File: src/rtl/mdio_pkg.sv
package mdio_pkg;
  localparam int unsigned FRAME_W = 32;
  localparam int unsigned DATA_W  = 16;
  localparam int unsigned FIDX_W  = $clog2(FRAME_W);
  localparam int unsigned OP_HI   = 29;
  localparam int unsigned OP_LO   = 28;
  localparam logic [1:0]  OP_RD   = 2'b10;
  // frame index counts from 0 at word bit 31
  localparam int unsigned REL_IDX = FRAME_W - 1 - DATA_W;  // word bit 16
  localparam int unsigned DAT_IDX = FRAME_W - DATA_W;      // word bit 15

  typedef enum logic [1:0] {
    PH_IDLE,
    PH_PRE,
    PH_FRM
  } phase_e;
endpackage

File: src/rtl/mdio_clk_div.sv
module mdio_clk_div #(
  parameter int unsigned CLK_DIV = 48
) (
  input  logic clk_i,
  input  logic rst_ni,
  input  logic run_i,
  output logic rise_o,
  output logic tick_o,
  output logic mdc_o
);
  localparam int unsigned CW   = $clog2(CLK_DIV);
  localparam int unsigned HALF = CLK_DIV / 2;

  logic [CW-1:0] cnt_q;
  logic          mdc_q;

  assign rise_o = run_i && (cnt_q == CW'(HALF - 1));
  assign tick_o = run_i && (cnt_q == CW'(CLK_DIV - 1));
  assign mdc_o  = mdc_q;

  always_ff @(posedge clk_i or negedge rst_ni) begin
    if (!rst_ni) begin
      cnt_q <= '0;
      mdc_q <= 1'b0;
    end else if (!run_i) begin
      cnt_q <= '0;
      mdc_q <= 1'b0;
    end else begin
      if (tick_o) cnt_q <= '0;
      else        cnt_q <= cnt_q + 1'b1;
      if (rise_o)      mdc_q <= 1'b1;
      else if (tick_o) mdc_q <= 1'b0;
    end
  end

  p_mdc_rise_src_r3: assert property (@(posedge clk_i) disable iff (!rst_ni)
    $rose(mdc_q) |-> $past(rise_o));
  p_mdc_stop_r3: assert property (@(posedge clk_i) disable iff (!rst_ni)
    !run_i |=> !mdc_q);
endmodule

File: src/rtl/mdio_seq.sv
module mdio_seq
  import mdio_pkg::*;
#(
  parameter int unsigned PRE_LEN = 32
) (
  input  logic              clk_i,
  input  logic              rst_ni,
  input  logic              start_i,
  input  logic              abort_i,
  input  logic              tick_i,
  output logic              busy_o,
  output logic              in_frame_o,
  output logic [FIDX_W-1:0] frame_idx_o,
  output logic              done_o
);
  localparam int unsigned MAXL = (PRE_LEN > FRAME_W) ? PRE_LEN : FRAME_W;
  localparam int unsigned CW   = (MAXL > 1) ? $clog2(MAXL) : 1;

  phase_e        ph_q;
  logic [CW-1:0] cnt_q;
  logic          last_pre, last_frm;

  assign last_pre    = (ph_q == PH_PRE) && (cnt_q == CW'(PRE_LEN - 1));
  assign last_frm    = (ph_q == PH_FRM) && (cnt_q == CW'(FRAME_W - 1));
  assign busy_o      = (ph_q != PH_IDLE);
  assign in_frame_o  = (ph_q == PH_FRM);
  assign frame_idx_o = FIDX_W'(cnt_q);
  assign done_o      = tick_i && last_frm && !abort_i;

  always_ff @(posedge clk_i or negedge rst_ni) begin
    if (!rst_ni) begin
      ph_q  <= PH_IDLE;
      cnt_q <= '0;
    end else if (abort_i) begin
      ph_q  <= PH_IDLE;
      cnt_q <= '0;
    end else begin
      unique case (ph_q)
        PH_IDLE: if (start_i) begin
          ph_q  <= PH_PRE;
          cnt_q <= '0;
        end
        PH_PRE: if (tick_i) begin
          if (last_pre) begin
            ph_q  <= PH_FRM;
            cnt_q <= '0;
          end else cnt_q <= cnt_q + 1'b1;
        end
        PH_FRM: if (tick_i) begin
          if (last_frm) begin
            ph_q  <= PH_IDLE;
            cnt_q <= '0;
          end else cnt_q <= cnt_q + 1'b1;
        end
        default: ph_q <= PH_IDLE;
      endcase
    end
  end

  p_busy_hold_r2: assert property (@(posedge clk_i) disable iff (!rst_ni)
    (busy_o && !tick_i && !abort_i) |=> busy_o);
  p_frame_after_pre_r4: assert property (@(posedge clk_i) disable iff (!rst_ni)
    $rose(in_frame_o) |-> (frame_idx_o == '0));
endmodule

File: src/rtl/mdio_shifter.sv
module mdio_shifter
  import mdio_pkg::*;
(
  input  logic              clk_i,
  input  logic              rst_ni,
  input  logic              load_i,
  input  logic [FRAME_W-1:0] wdata_i,
  input  logic              busy_i,
  input  logic              in_frame_i,
  input  logic [FIDX_W-1:0] frame_idx_i,
  input  logic              tick_i,
  input  logic              rise_i,
  input  logic              mdio_i,
  output logic              mdio_o,
  output logic              mdio_oe_o,
  output logic              is_read_o,
  output logic [DATA_W-1:0] rd_data_o
);
  logic [FRAME_W-1:0] sh_q;
  logic [DATA_W-1:0]  rd_q;
  logic               rd_op_q;
  logic               released, capture;

  assign released  = rd_op_q && in_frame_i && (frame_idx_i >= FIDX_W'(REL_IDX));
  assign capture   = busy_i && rise_i && rd_op_q && in_frame_i &&
                     (frame_idx_i >= FIDX_W'(DAT_IDX));
  assign mdio_o    = (busy_i && in_frame_i) ? sh_q[FRAME_W-1] : 1'b1;
  assign mdio_oe_o = busy_i && !released;
  assign is_read_o = rd_op_q;
  assign rd_data_o = rd_q;

  always_ff @(posedge clk_i or negedge rst_ni) begin
    if (!rst_ni) begin
      sh_q    <= '0;
      rd_q    <= '0;
      rd_op_q <= 1'b0;
    end else if (load_i) begin
      sh_q    <= wdata_i;
      rd_q    <= '0;
      rd_op_q <= (wdata_i[OP_HI:OP_LO] == OP_RD);
    end else begin
      if (busy_i && in_frame_i && tick_i) sh_q <= {sh_q[FRAME_W-2:0], 1'b0};
      if (capture) rd_q <= {rd_q[DATA_W-2:0], mdio_i};
    end
  end

  // once released within a frame the line stays released to its end
  p_release_held_r6: assert property (@(posedge clk_i) disable iff (!rst_ni)
    (busy_i && !mdio_oe_o) |=> (!busy_i || !mdio_oe_o));
  p_no_release_write_r5: assert property (@(posedge clk_i) disable iff (!rst_ni)
    (busy_i && !rd_op_q) |-> mdio_oe_o);
endmodule

File: src/rtl/mdio_master.sv
module mdio_master
  import mdio_pkg::*;
#(
  parameter int unsigned CLK_DIV = 48,
  parameter int unsigned PRE_LEN = 32
) (
  input  logic        clk_i,
  input  logic        rst_ni,
  input  logic        port_en_i,
  input  logic        cmd_we_i,
  input  logic [31:0] cmd_wdata_i,
  output logic [31:0] cmd_o,
  output logic        idle_o,
  output logic        mdc_o,
  input  logic        mdio_i,
  output logic        mdio_o,
  output logic        mdio_oe_o
);
  logic              busy, in_frame, done, rise, tick, run, accept, abort, is_read;
  logic [FIDX_W-1:0] frame_idx;
  logic [DATA_W-1:0] rd_data;
  logic [FRAME_W-1:0] cmd_q;

  assign accept = cmd_we_i && port_en_i && !busy;
  assign abort  = busy && !port_en_i;
  assign run    = busy && port_en_i;
  assign idle_o = !busy;
  assign cmd_o  = cmd_q;

  mdio_clk_div #(.CLK_DIV(CLK_DIV)) u_div (
    .clk_i (clk_i),
    .rst_ni(rst_ni),
    .run_i (run),
    .rise_o(rise),
    .tick_o(tick),
    .mdc_o (mdc_o)
  );

  mdio_seq #(.PRE_LEN(PRE_LEN)) u_seq (
    .clk_i      (clk_i),
    .rst_ni     (rst_ni),
    .start_i    (accept),
    .abort_i    (abort),
    .tick_i     (tick),
    .busy_o     (busy),
    .in_frame_o (in_frame),
    .frame_idx_o(frame_idx),
    .done_o     (done)
  );

  mdio_shifter u_sh (
    .clk_i      (clk_i),
    .rst_ni     (rst_ni),
    .load_i     (accept),
    .wdata_i    (cmd_wdata_i),
    .busy_i     (busy),
    .in_frame_i (in_frame),
    .frame_idx_i(frame_idx),
    .tick_i     (tick),
    .rise_i     (rise),
    .mdio_i     (mdio_i),
    .mdio_o     (mdio_o),
    .mdio_oe_o  (mdio_oe_o),
    .is_read_o  (is_read),
    .rd_data_o  (rd_data)
  );

  always_ff @(posedge clk_i or negedge rst_ni) begin
    if (!rst_ni)                cmd_q <= '0;
    else if (accept)            cmd_q <= cmd_wdata_i;
    else if (done && is_read)   cmd_q[DATA_W-1:0] <= rd_data;
  end

  p_accept_busy_r2: assert property (@(posedge clk_i) disable iff (!rst_ni)
    (cmd_we_i && port_en_i && idle_o) |=> !idle_o);
  p_idle_quiet_r3: assert property (@(posedge clk_i) disable iff (!rst_ni)
    idle_o |-> (!mdc_o && !mdio_oe_o));
  p_cmd_hold_r8: assert property (@(posedge clk_i) disable iff (!rst_ni)
    !idle_o |=> (idle_o || $stable(cmd_o)));
  p_abort_r9: assert property (@(posedge clk_i) disable iff (!rst_ni)
    !port_en_i |=> (idle_o && !mdc_o));
  p_load_r10: assert property (@(posedge clk_i) disable iff (!rst_ni)
    (cmd_we_i && port_en_i && idle_o) |=> (cmd_o == $past(cmd_wdata_i)));
endmodule

File: config.mk
export PLATFORM = sky130hd
export DESIGN_NAME = mdio_master
export DESIGN_NICKNAME = d
export VERILOG_FILES = /design/src/rtl/mdio_pkg.sv /design/src/rtl/mdio_clk_div.sv /design/src/rtl/mdio_seq.sv /design/src/rtl/mdio_shifter.sv /design/src/rtl/mdio_master.sv
export SDC_FILE = /design/constraint.sdc
export NUM_CORES = 1
export LEC_CHECK = 0
export BUFFER_PORTS_ARGS = -buffer_cell sky130_fd_sc_hd__buf_2
export CORE_ASPECT_RATIO = 2
export CORE_MARGIN = 2
export CORE_UTILIZATION = 45
export DETAILED_ROUTE_END_ITERATION = 8
export HOLD_SLACK_MARGIN = 0.03
export PLACE_DENSITY = 0.68
export SYNTH_ARGS = -nofsm -noshare
export SYNTH_HDL_FRONTEND = slang
export SYNTH_SLANG_ARGS = --single-unit
File: constraint.sdc
create_clock -name clk_i -period 2.9 [get_ports clk_i]
set_input_delay 0.29 -clock clk_i [delete_from_list [all_inputs] [get_ports clk_i]]
set_output_delay 0.29 -clock clk_i [all_outputs]
set_load 0.1 [all_outputs]
==> results.py, run 1 <==
metrics = {
    "worst_setup_path": {
        "max_stage_delay_ns": 0.88,
        "critical_path_required_ns": 3.13,
        "worstPathMaxFanout": 16,
        "cp_data_arrival_time_ns": 2.71,
        "path_delay_family": "simple AND/OR/NAND/NOR gates",
        "start_kind": "flop",
        "crit_cells": 6,
        "crit_buf_inv": 1,
        "critPathKind": "flop to flop",
        "crit_slowest_cell": "or4_1",
        "reg2reg_depth": 6,
        "endpoint_kind": "flop",
        "crit_chain": "inv_1 -> ha_1 -> nand2b_2 -> or4_1 -> nand2_1 -> a21oi_1",
    },
    "hold_path": {
        "holdPathStages": 3,
        "hold_path_class": "input pin to flop",
    },
    "sta": {
        "skew_ns": 0.00675,
        "finalHoldViolCount": 0,
        "period_minus_slack_ns": 2.48,
        "relSlewSlack_pct": 54.7,
        "post-route-period-util_pct": 85.6,
        "fmax_mhz": 403,
        "worst_pin_slew_ns": 0.677,
        "rsz0062_at_grt": "false",
        "slew_viol_final": 0,
        "fin_ws_ns": 0.418,
        "holdWs_ns": 0.161,
        "final.setup.tns_ns": 0,
        "setup_violations": 0,
    },
    "place": {
        "dp_cells": 614,
        "place_area_sq_mm": 0.00481,
        "port_buffers": 72,
        "place_congestion": 0.848,
        "dp_slack_ns": 0.396,
        "place_hpwl_microns": 7060,
    },
    "floorplanning": {
        "die_area_sq_mm": 0.0104,
        "die_h_microns": 142,
        "io_pins": 73,
        "die_x_microns": 73.2,
        "initial_core_util_pct": 46.3,
        "fp-row-count": 50,
        "placeableCoreArea_sq_mm": 0.00932,
    },
    "clock_network": {
        "numCtsBuffers": 9,
        "cts_tree": "built",
        "hold_buffers": 1,
        "root_buffer": "clkbuf_16",
        "clkTransAtPathRegs_ns": 0.06,
        "cts_sinks": 95,
        "post-cts-setup-buffers": 0,
        "h-tree-depth": 3,
        "clk_latency_ns": 0.34,
        "clockBufferDepth": 2,
        "cts_resized": 0,
    },
    "global_route": {
        "grt_pass1_vias": 3668,
        "track_usage_pct": 21.7,
        "grt_pass1_wl_microns": 17500,
        "grt-ovfl-total": 0,
        "grt_max_degree": 50,
        "antenna_found_initial": 0,
    },
    "drt": {
        "first_pass_iters": 4,
        "drt_first_iter_violations": 174,
        "routedWlPerCell_microns": 16.3,
        "via_count": 3587,
        "via_per_inst": 5.69,
        "ant_nets": 0,
        "drc_errors": 0,
        "wirelength_microns": 10200,
    },
    "cells_and_area": {
        "drive_gt1_share_pct": 20.5,
        "final_area_sq_mm": 0.00514,
        "final_nets": 567,
        "syn_to_final_growth_pct": 19.1,
        "finalCoreUtilization_pct": 55.1,
        "diodes": 0,
        "final_common_cell": "nand2_1",
        "layout_common_cells": "137 x nand2_1, 95 x dfrtp_1, 71 x buf_2, 50 x a21oi_1, 32 x a31oi_1",
        "layoutNonFillerInstCount": 630,
    },
    "status": {
        "status": "finished clean",
    },
    "flow_run": {
        "maxCapViolations": 0,
    },
    "power_and_ir_drop": {
        "peakVddDrop_mv": 0.838,
        "p_leak_nw": 2.45,
        "p_total_mw": 6.04,
        "powerDensity_mw_per_mm2": 1170,
    },
    "synthesis": {
        "syn_area_sq_mm": 0.00431,
        "synthArstFlopShare_pct": 100,
        "syn-num-nets": 502,
        "ys_warn_count": 0,
        "syn_area_per_cell_sq_um": 9.44,
        "ys_types": 44,
        "ys.flop_type": "dfrtp_1",
        "synth-edff-count": 0,
        "synth-seq-cells": 95,
        "ys_seq_area_share_pct": 55.1,
        "netlist_instances": 457,
    },
}
-- tightest hold or removal path, cell delays in order --
cell and delay, ns:
buf_2 0.08, nand2_1 0.05, nand2_1 0.05
-- where the power goes --
group          total, mW  switching, mW  leakage (nW)  internal (mW)
sequential          2.00          0.247          1.17           1.76
combinational       2.79           2.25          1.13          0.538
clock               1.24          0.482         0.154          0.757
-- routing by layer --
metal	wire length [microns]	GRT usage, %
met2	5430	36.3
met4	320	11.8
met1	4100	26.1
met5	0	0
met3	390	3.54
-- path summary, 6_finish.rpt --
kind | from | endpoint | slack [ns]
setup / recovery | u_seq.ph_q[0] | u_sh.rd_data_o[7] | 0.42
hold / removal | cmd_wdata_i[21] | cmd_o[21] | 0.16
max in group asynchronous | rst_ni | u_sh.rd_data_o[5] | 1.73
setup reg to reg | u_seq.ph_q[0] | u_sh.rd_data_o[7] | 0.42
min in group asynchronous | rst_ni | u_seq.frame_idx_o[0] | 0.52
hold reg to reg | cmd_o[17] | cmd_o[17] | 0.47
-- synth_stat cells, types with 2 or more instances --
master | n | share of area [%]
buf_1 | 4 | 0.35
nor3_1 | 2 | 0.23
ha_1 | 8 | 2.3
nand3_1 | 4 | 0.46
buf_6 | 2 | 0.52
nand2b_1 | 3 | 0.44
nor4_4 | 2 | 0.99
o21ai_1 | 15 | 1.7
clkbuf_1 | 16 | 1.4
nand3b_1 | 2 | 0.35
buf_2 | 8 | 0.93
xor2_1 | 2 | 0.41
a21oi_1 | 50 | 5.8
a31oi_1 | 32 | 4.6
nand2_1 | 137 | 12
nor2_1 | 12 | 1.0
dfrtp_1 | 95 | 55
o21ai_0 | 7 | 0.81
inv_1 | 9 | 0.78
xnor2_1 | 2 | 0.41
mux2i_1 | 19 | 4.4
and3_1 | 2 | 0.29
nand4_1 | 3 | 0.44
-- flip-flops by register name, indices dropped and copies added (netlist names) --
| name | flops |
|---|---|
| u_sh.is_read_o | 1 |
| cmd_o | 32 |
| u_seq.frame_idx_o | 5 |
| u_sh.rd_data_o | 16 |
| u_sh.sh_q | 32 |
| u_div.cnt_q | 6 |
| u_div.mdc_o | 1 |
| u_seq.ph_q | 2 |
-- cells by family after synthesis --
kind of cell	count (synthesis)	share of synthesized area, %
AOI/OAI and AO/OA	115	15.3
buffers and inverters	39	3.97
xor gates and xnor gates	4	0.812
and+or+nand+nor	176	17.8
DFF	95	55.1
muxes	20	4.67
adders and majority gates	8	2.32
-- layout make-up --
| type | instances | area (sq um) |
|---|---|---|
| Inverter | 9 | 33.8 |
| Sequential cell | 95 | 2380 |
| Tap cell | 104 | 130 |
| Clock inverter | 2 | 37.5 |
| Fill cell | 832 | 4180 |
| Multi-Input combinational cell | 323 | 1790 |
| Timing Repair Buffer | 84 | 493 |
| Clock buffer | 13 | 280 |
No activity file was read; power rests on OpenSTA's default activity.
==> inputs of run 2 (changes only) <==
CELL_PAD_IN_SITES_DETAIL_PLACEMENT = 0   (was default)
CELL_PAD_IN_SITES_GLOBAL_PLACEMENT = 1   (was default)
CORE_UTILIZATION = 43   (was 45)
PLACE_DENSITY = 0.82   (was 0.68)
clock period = 2.55 ns   (was 2.9 ns; I/O delays follow)
==> run 2 against run 1 <==
Combinational power increased by 14%. Core utilization decreased by 2.4 points. Design area increased by 0.12%. Worst hold slack got worse by 0.036 ns. Non-clock buffer count increased by 2. Die area increased by 4.5%. Critical path depth increased by 1.
==> results.py, run 2 (synthesis results as in run 1) <==
metrics = {
    "global_route": {
        "grt_max_degree": 51,
        "grt_pass1_wl_microns": 16800,
        "antenna_found_initial": 0,
        "track_usage_pct": 19.8,
        "grt_pass1_vias": 3605,
        "grt-ovfl-total": 0,
    },
    "place": {
        "dp_cells": 644,
        "place_congestion": 0.794,
        "place_hpwl_microns": 7250,
        "dp_slack_ns": 0.273,
        "port_buffers": 72,
    },
    "drt": {
        "wl_met3_microns": 343,
        "drc_errors": 0,
        "first_pass_iters": 4,
        "ant_nets": 0,
        "wl_met1_microns": 3960,
        "wirelength_microns": 10100,
        "via_count": 3483,
        "dr_wl_met2_microns": 5520,
        "top_layer_used": "met4",
        "drt_first_iter_violations": 143,
        "via_per_inst": 5.27,
        "routedWlPerCell_microns": 15.2,
    },
    "clock_network": {
        "clk_latency_ns": 0.35,
        "cts_sinks": 95,
        "clockBufferDepth": 2,
        "clkTransAtPathRegs_ns": 0.06,
        "numCtsBuffers": 9,
        "cts_tree": "built",
        "root_buffer": "clkbuf_16",
        "h-tree-depth": 3,
    },
    "sta": {
        "rsz0062_at_grt": "false",
        "fmax_mhz": 427,
        "setup_violations": 0,
        "skew_ns": 0.0106,
        "slew_viol_final": 0,
        "relSlewSlack_pct": 59.9,
        "worst_pin_slew_ns": 0.601,
        "holdWs_ns": 0.125,
        "period_minus_slack_ns": 2.34,
        "fin_ws_ns": 0.210,
        "post-route-period-util_pct": 91.8,
        "final.setup.tns_ns": 0,
        "finalHoldViolCount": 0,
    },
    "power_and_ir_drop": {
        "p_int_mw": 3.28,
        "peakVddDrop_mv": 0.762,
        "combPwrFrac_pct": 47.4,
        "switchingPower_mw": 3.41,
        "p_leak_nw": 2.44,
        "switching_share_pct": 51.0,
        "clkPwrFrac_pct": 18.5,
        "seqPwrFrac_pct": 34.1,
        "powerDensity_mw_per_mm2": 1300,
    },
    "worst_setup_path": {
        "path_delay_family": "buffers and inverters",
        "max_stage_delay_ns": 0.44,
        "cp_data_arrival_time_ns": 2.08,
        "crit_buf_inv": 1,
        "start_kind": "flop",
        "crit_slowest_cell": "buf_2",
        "critical_path_required_ns": 2.30,
        "critPathKind": "flop to primary output",
        "crit_chain": "ha_1 -> and3_1 -> ha_1 -> nor2_1 -> a21oi_1 -> nor2_2 -> buf_2",
        "worstPathMaxFanout": 4,
        "crit_top_cell": "ha_1",
        "endpoint_kind": "primary output",
    },
    "cells_and_area": {
        "diodes": 0,
        "layout_common_cells": "137 x nand2_1, 95 x dfrtp_1, 71 x buf_2, 50 x a21oi_1, 32 x a31oi_1",
        "final_nets": 569,
        "syn_to_final_growth_pct": 19.2,
        "drive_gt1_share_pct": 21.0,
        "layoutNonFillerInstCount": 661,
        "final_common_cell": "nand2_1",
    },
    "floorplanning": {
        "io_pins": 73,
        "placeableCoreArea_sq_mm": 0.00976,
        "die_h_microns": 146,
        "fp-row-count": 51,
        "die_area_sq_mm": 0.0109,
        "die_x_microns": 74.8,
        "initial_core_util_pct": 44.2,
    },
    "hold_path": {
        "hold_path_class": "input pin to flop",
    },
    "status": {
        "status": "finished clean",
    },
    "flow_run": {
        "maxCapViolations": 0,
    },
}
[run 2: changes by cell type in the layout (fill, tap and decap cells not counted)]
cell        delta
buf_4          +2
bufinv_16      -1
clkbuf_1       +1
clkbuf_8       -4
clkinv_2       +2
clkinvlp_4     +1
ha_1           -1
ha_2           +1
inv_6          +2
[run 2: path summary, 6_finish.rpt]
kind / from / end / slack (ns) / cells after the start
setup / recovery: u_seq.frame_idx_o[0] / mdio_oe_o / 0.21 / 7
hold / removal: cmd_wdata_i[18] / cmd_o[18] / 0.13 / 3
setup reg to reg: u_seq.ph_q[0] / u_sh.rd_data_o[0] / 0.26 / 6
hold reg to reg: cmd_o[22] / cmd_o[22] / 0.47 / 2
max in group asynchronous: rst_ni / u_div.cnt_q[2] / 1.41 / 3
min in group asynchronous: rst_ni / u_seq.frame_idx_o[1] / 0.47 / 2
[run 2: metrics by stage]
step	util (%)	power [mW]	cell area, sq um
CTS	52.7	6.75	5140
detailed placement	49.8	5.50	4860
global route	52.7	7.06	5140
global placement	49.8	5.45	4860
finish	52.7	6.69	5140
floorplan	-	4.87	4320
[run 2: per-layer routing]
layer,vias up,track usage (%)
met1,1682,23.3
met4,0,8.39
met3,17,3.53
met5,-,0
met2,96,34.2
li1,1688,-
[run 2: worst min-delay path: stages]
cell and delay, ns:
buf_2 0.08, nand2_1 0.05, nand2_1 0.05
[run 2: cell type report]
class / instances / area (sq um)
Sequential cell: 95 / 2380
Fill cell: 936 / 4620
Inverter: 9 / 33.8
Multi-Input combinational cell: 323 / 1790
Timing Repair Buffer: 86 / 508
Tap cell: 132 / 165
Clock buffer: 10 / 229
Clock inverter: 6 / 42.5
[run 2: power by group through the flow]
stage,logic [mW],clock network (mW),registers (mW)
floorplan,0.972,0,3.89
global placement,3.16,0,2.29
detailed placement,3.19,0,2.31
CTS,3.20,1.27,2.28
global route,3.39,1.33,2.34
finish,3.17,1.24,2.28
[run 2: repair_timing]
action / 4_1_cts / 5_1_grt
setup buffers: 0 / 0
hold buffers: 1 / 0
endpoints found under the hold margin: 45 / 0
resized for setup: 0 / 0
==> inputs of run 3 (changes only) <==
REMOVE_ABC_BUFFERS = 1   (was default)
==> run 3 against run 2 <==
Design area decreased by 0.29%. Critical path depth unchanged. Count of clock-buffer cells in the layout stayed put. Worst hold slack improved by 0.0048 ns. Setup slack about the same. Critical path type unchanged. Core utilization shrank 0.15 points. Global-route usage about the same. Non-clock buffer count stayed put. Sequential power barely moved. Combinational power about the same. Die area did not move.
==> results.py, run 3 (synthesis results as in run 1) <==
metrics = {
    "clock_network": {
        "cts_sinks": 95,
        "clockBufferDepth": 2,
        "h-tree-depth": 3,
        "post-cts-setup-buffers": 0,
        "cts_tree": "built",
        "clk_latency_ns": 0.35,
        "clkTransAtPathRegs_ns": 0.07,
        "numCtsBuffers": 9,
        "root_buffer": "clkbuf_16",
        "cts_resized": 0,
        "hold_buffers": 1,
    },
    "drt": {
        "routedWlPerCell_microns": 15.2,
        "first_pass_iters": 4,
        "drc_errors": 0,
        "wirelength_microns": 10000,
        "via_per_inst": 5.34,
        "via_count": 3532,
        "ant_nets": 0,
        "drt_first_iter_violations": 298,
    },
    "worst_setup_path": {
        "cp_data_arrival_time_ns": 2.08,
        "crit_slowest_cell": "dfrtp_1",
        "critPathKind": "flop to primary output",
        "max_stage_delay_ns": 0.42,
        "critical_path_required_ns": 2.30,
        "worstPathMaxFanout": 4,
        "crit_chain": "ha_1 -> and3_1 -> ha_1 -> nor2_1 -> a21oi_1 -> nor2_1 -> buf_2",
        "endpoint_kind": "primary output",
        "start_kind": "flop",
    },
    "power_and_ir_drop": {
        "p_total_mw": 6.68,
        "powerDensity_mw_per_mm2": 1300,
        "p_leak_nw": 2.43,
        "peakVddDrop_mv": 0.768,
    },
    "cells_and_area": {
        "syn_to_final_growth_pct": 18.9,
        "drive_gt1_share_pct": 20.6,
        "final_common_cell": "nand2_1",
        "layout_common_cells": "137 x nand2_1, 95 x dfrtp_1, 71 x buf_2, 50 x a21oi_1, 32 x a31oi_1",
        "diodes": 0,
        "final_nets": 569,
        "finalCoreUtilization_pct": 52.5,
    },
    "global_route": {
        "antenna_found_initial": 0,
        "grt_pass1_wl_microns": 17000,
        "grt-ovfl-total": 0,
        "grt_pass1_vias": 3627,
        "track_usage_pct": 19.8,
        "grt_max_degree": 54,
    },
    "floorplanning": {
        "initial_core_util_pct": 44.2,
        "die_area_sq_mm": 0.0109,
        "die_x_microns": 74.8,
        "die_h_microns": 146,
        "io_pins": 73,
        "placeableCoreArea_sq_mm": 0.00976,
        "fp-row-count": 51,
    },
    "hold_path": {
        "hold_path_class": "input pin to flop",
    },
    "sta": {
        "relSlewSlack_pct": 55.6,
        "fin_ws_ns": 0.210,
        "finalHoldViolCount": 0,
        "holdWs_ns": 0.130,
        "rsz0062_at_grt": "false",
        "setup_violations": 0,
        "period_minus_slack_ns": 2.34,
        "worst_pin_slew_ns": 0.667,
        "final.setup.tns_ns": 0,
        "skew_ns": 0.00794,
        "post-route-period-util_pct": 91.7,
        "slew_viol_final": 0,
        "fmax_mhz": 427,
    },
    "place": {
        "place_hpwl_microns": 6980,
        "place_congestion": 0.828,
        "port_buffers": 72,
        "dp_slack_ns": 0.373,
    },
    "status": {
        "status": "finished clean",
    },
    "flow_run": {
        "maxCapViolations": 0,
    },
}
==> run 3: cell count changes in the layout (fill, tap and decap cells not counted), sizes merged <==
cell      previous run  this run
clkinvlp             2         3
inv                 11        10
==> run 3: per-stage QoR <==
stage	cells	area (sq um)
2_1_floorplan	427	4180
3_3_place_gp	644	4840
3_5_place_dp	644	4840
4_1_cts	661	5130
5_1_grt	661	5130
6_report	661	5130
==> run 3: power by group <==
group | total, mW | internal (mW) | switching (mW) | leakage, nW
combinational | 3.18 | 0.614 | 2.56 | 1.14
clock | 1.25 | 0.665 | 0.584 | 0.125
sequential | 2.26 | 2.00 | 0.260 | 1.17
==> run 3: cell type report <==
| cell class | instances | area, sq um |
|---|---|---|
| fillers | 912 | 4630 |
| flip-flops and latches | 95 | 2380 |
| multi-input cells | 323 | 1780 |
| repair buffers | 86 | 495 |
| clock buffers | 10 | 229 |
| well taps | 132 | 165 |
| clock inverters | 6 | 45.0 |
| inverters | 9 | 33.8 |
==> run 3: path summary, 6_finish.rpt <==
check | start | end | slack (ns) | cells after the start
worst min-delay path | cmd_wdata_i[27] | cmd_o[27] | 0.13 | 3
max in group asynchronous | rst_ni | u_seq.frame_idx_o[3] | 1.24 | 3
worst max register to register | u_seq.ph_q[0] | u_sh.rd_data_o[14] | 0.37 | 6
worst max-delay path | u_seq.frame_idx_o[0] | mdio_oe_o | 0.21 | 7
worst min register to register | cmd_o[18] | cmd_o[18] | 0.47 | 2
min in group asynchronous | rst_ni | cmd_o[2] | 0.49 | 2
==> run 3: critical path: cells and delay by family (launching register included) <==
family,cells,cell delay (ns)
flops,1,0.42
fa+ha+maj,2,0.42
buf+inv,1,0.42
simple gates,3,0.38
compound gates,1,0.09
==> run 3: routing by layer <==
layer	vias to the layer above	GRT usage, %	share of wire (%)
met4	0	8.39	2.0
met2	83	33.0	54
met5	-	0	0
met1	1737	24.3	41
li1	1697	-	-
met3	15	3.67	3.8
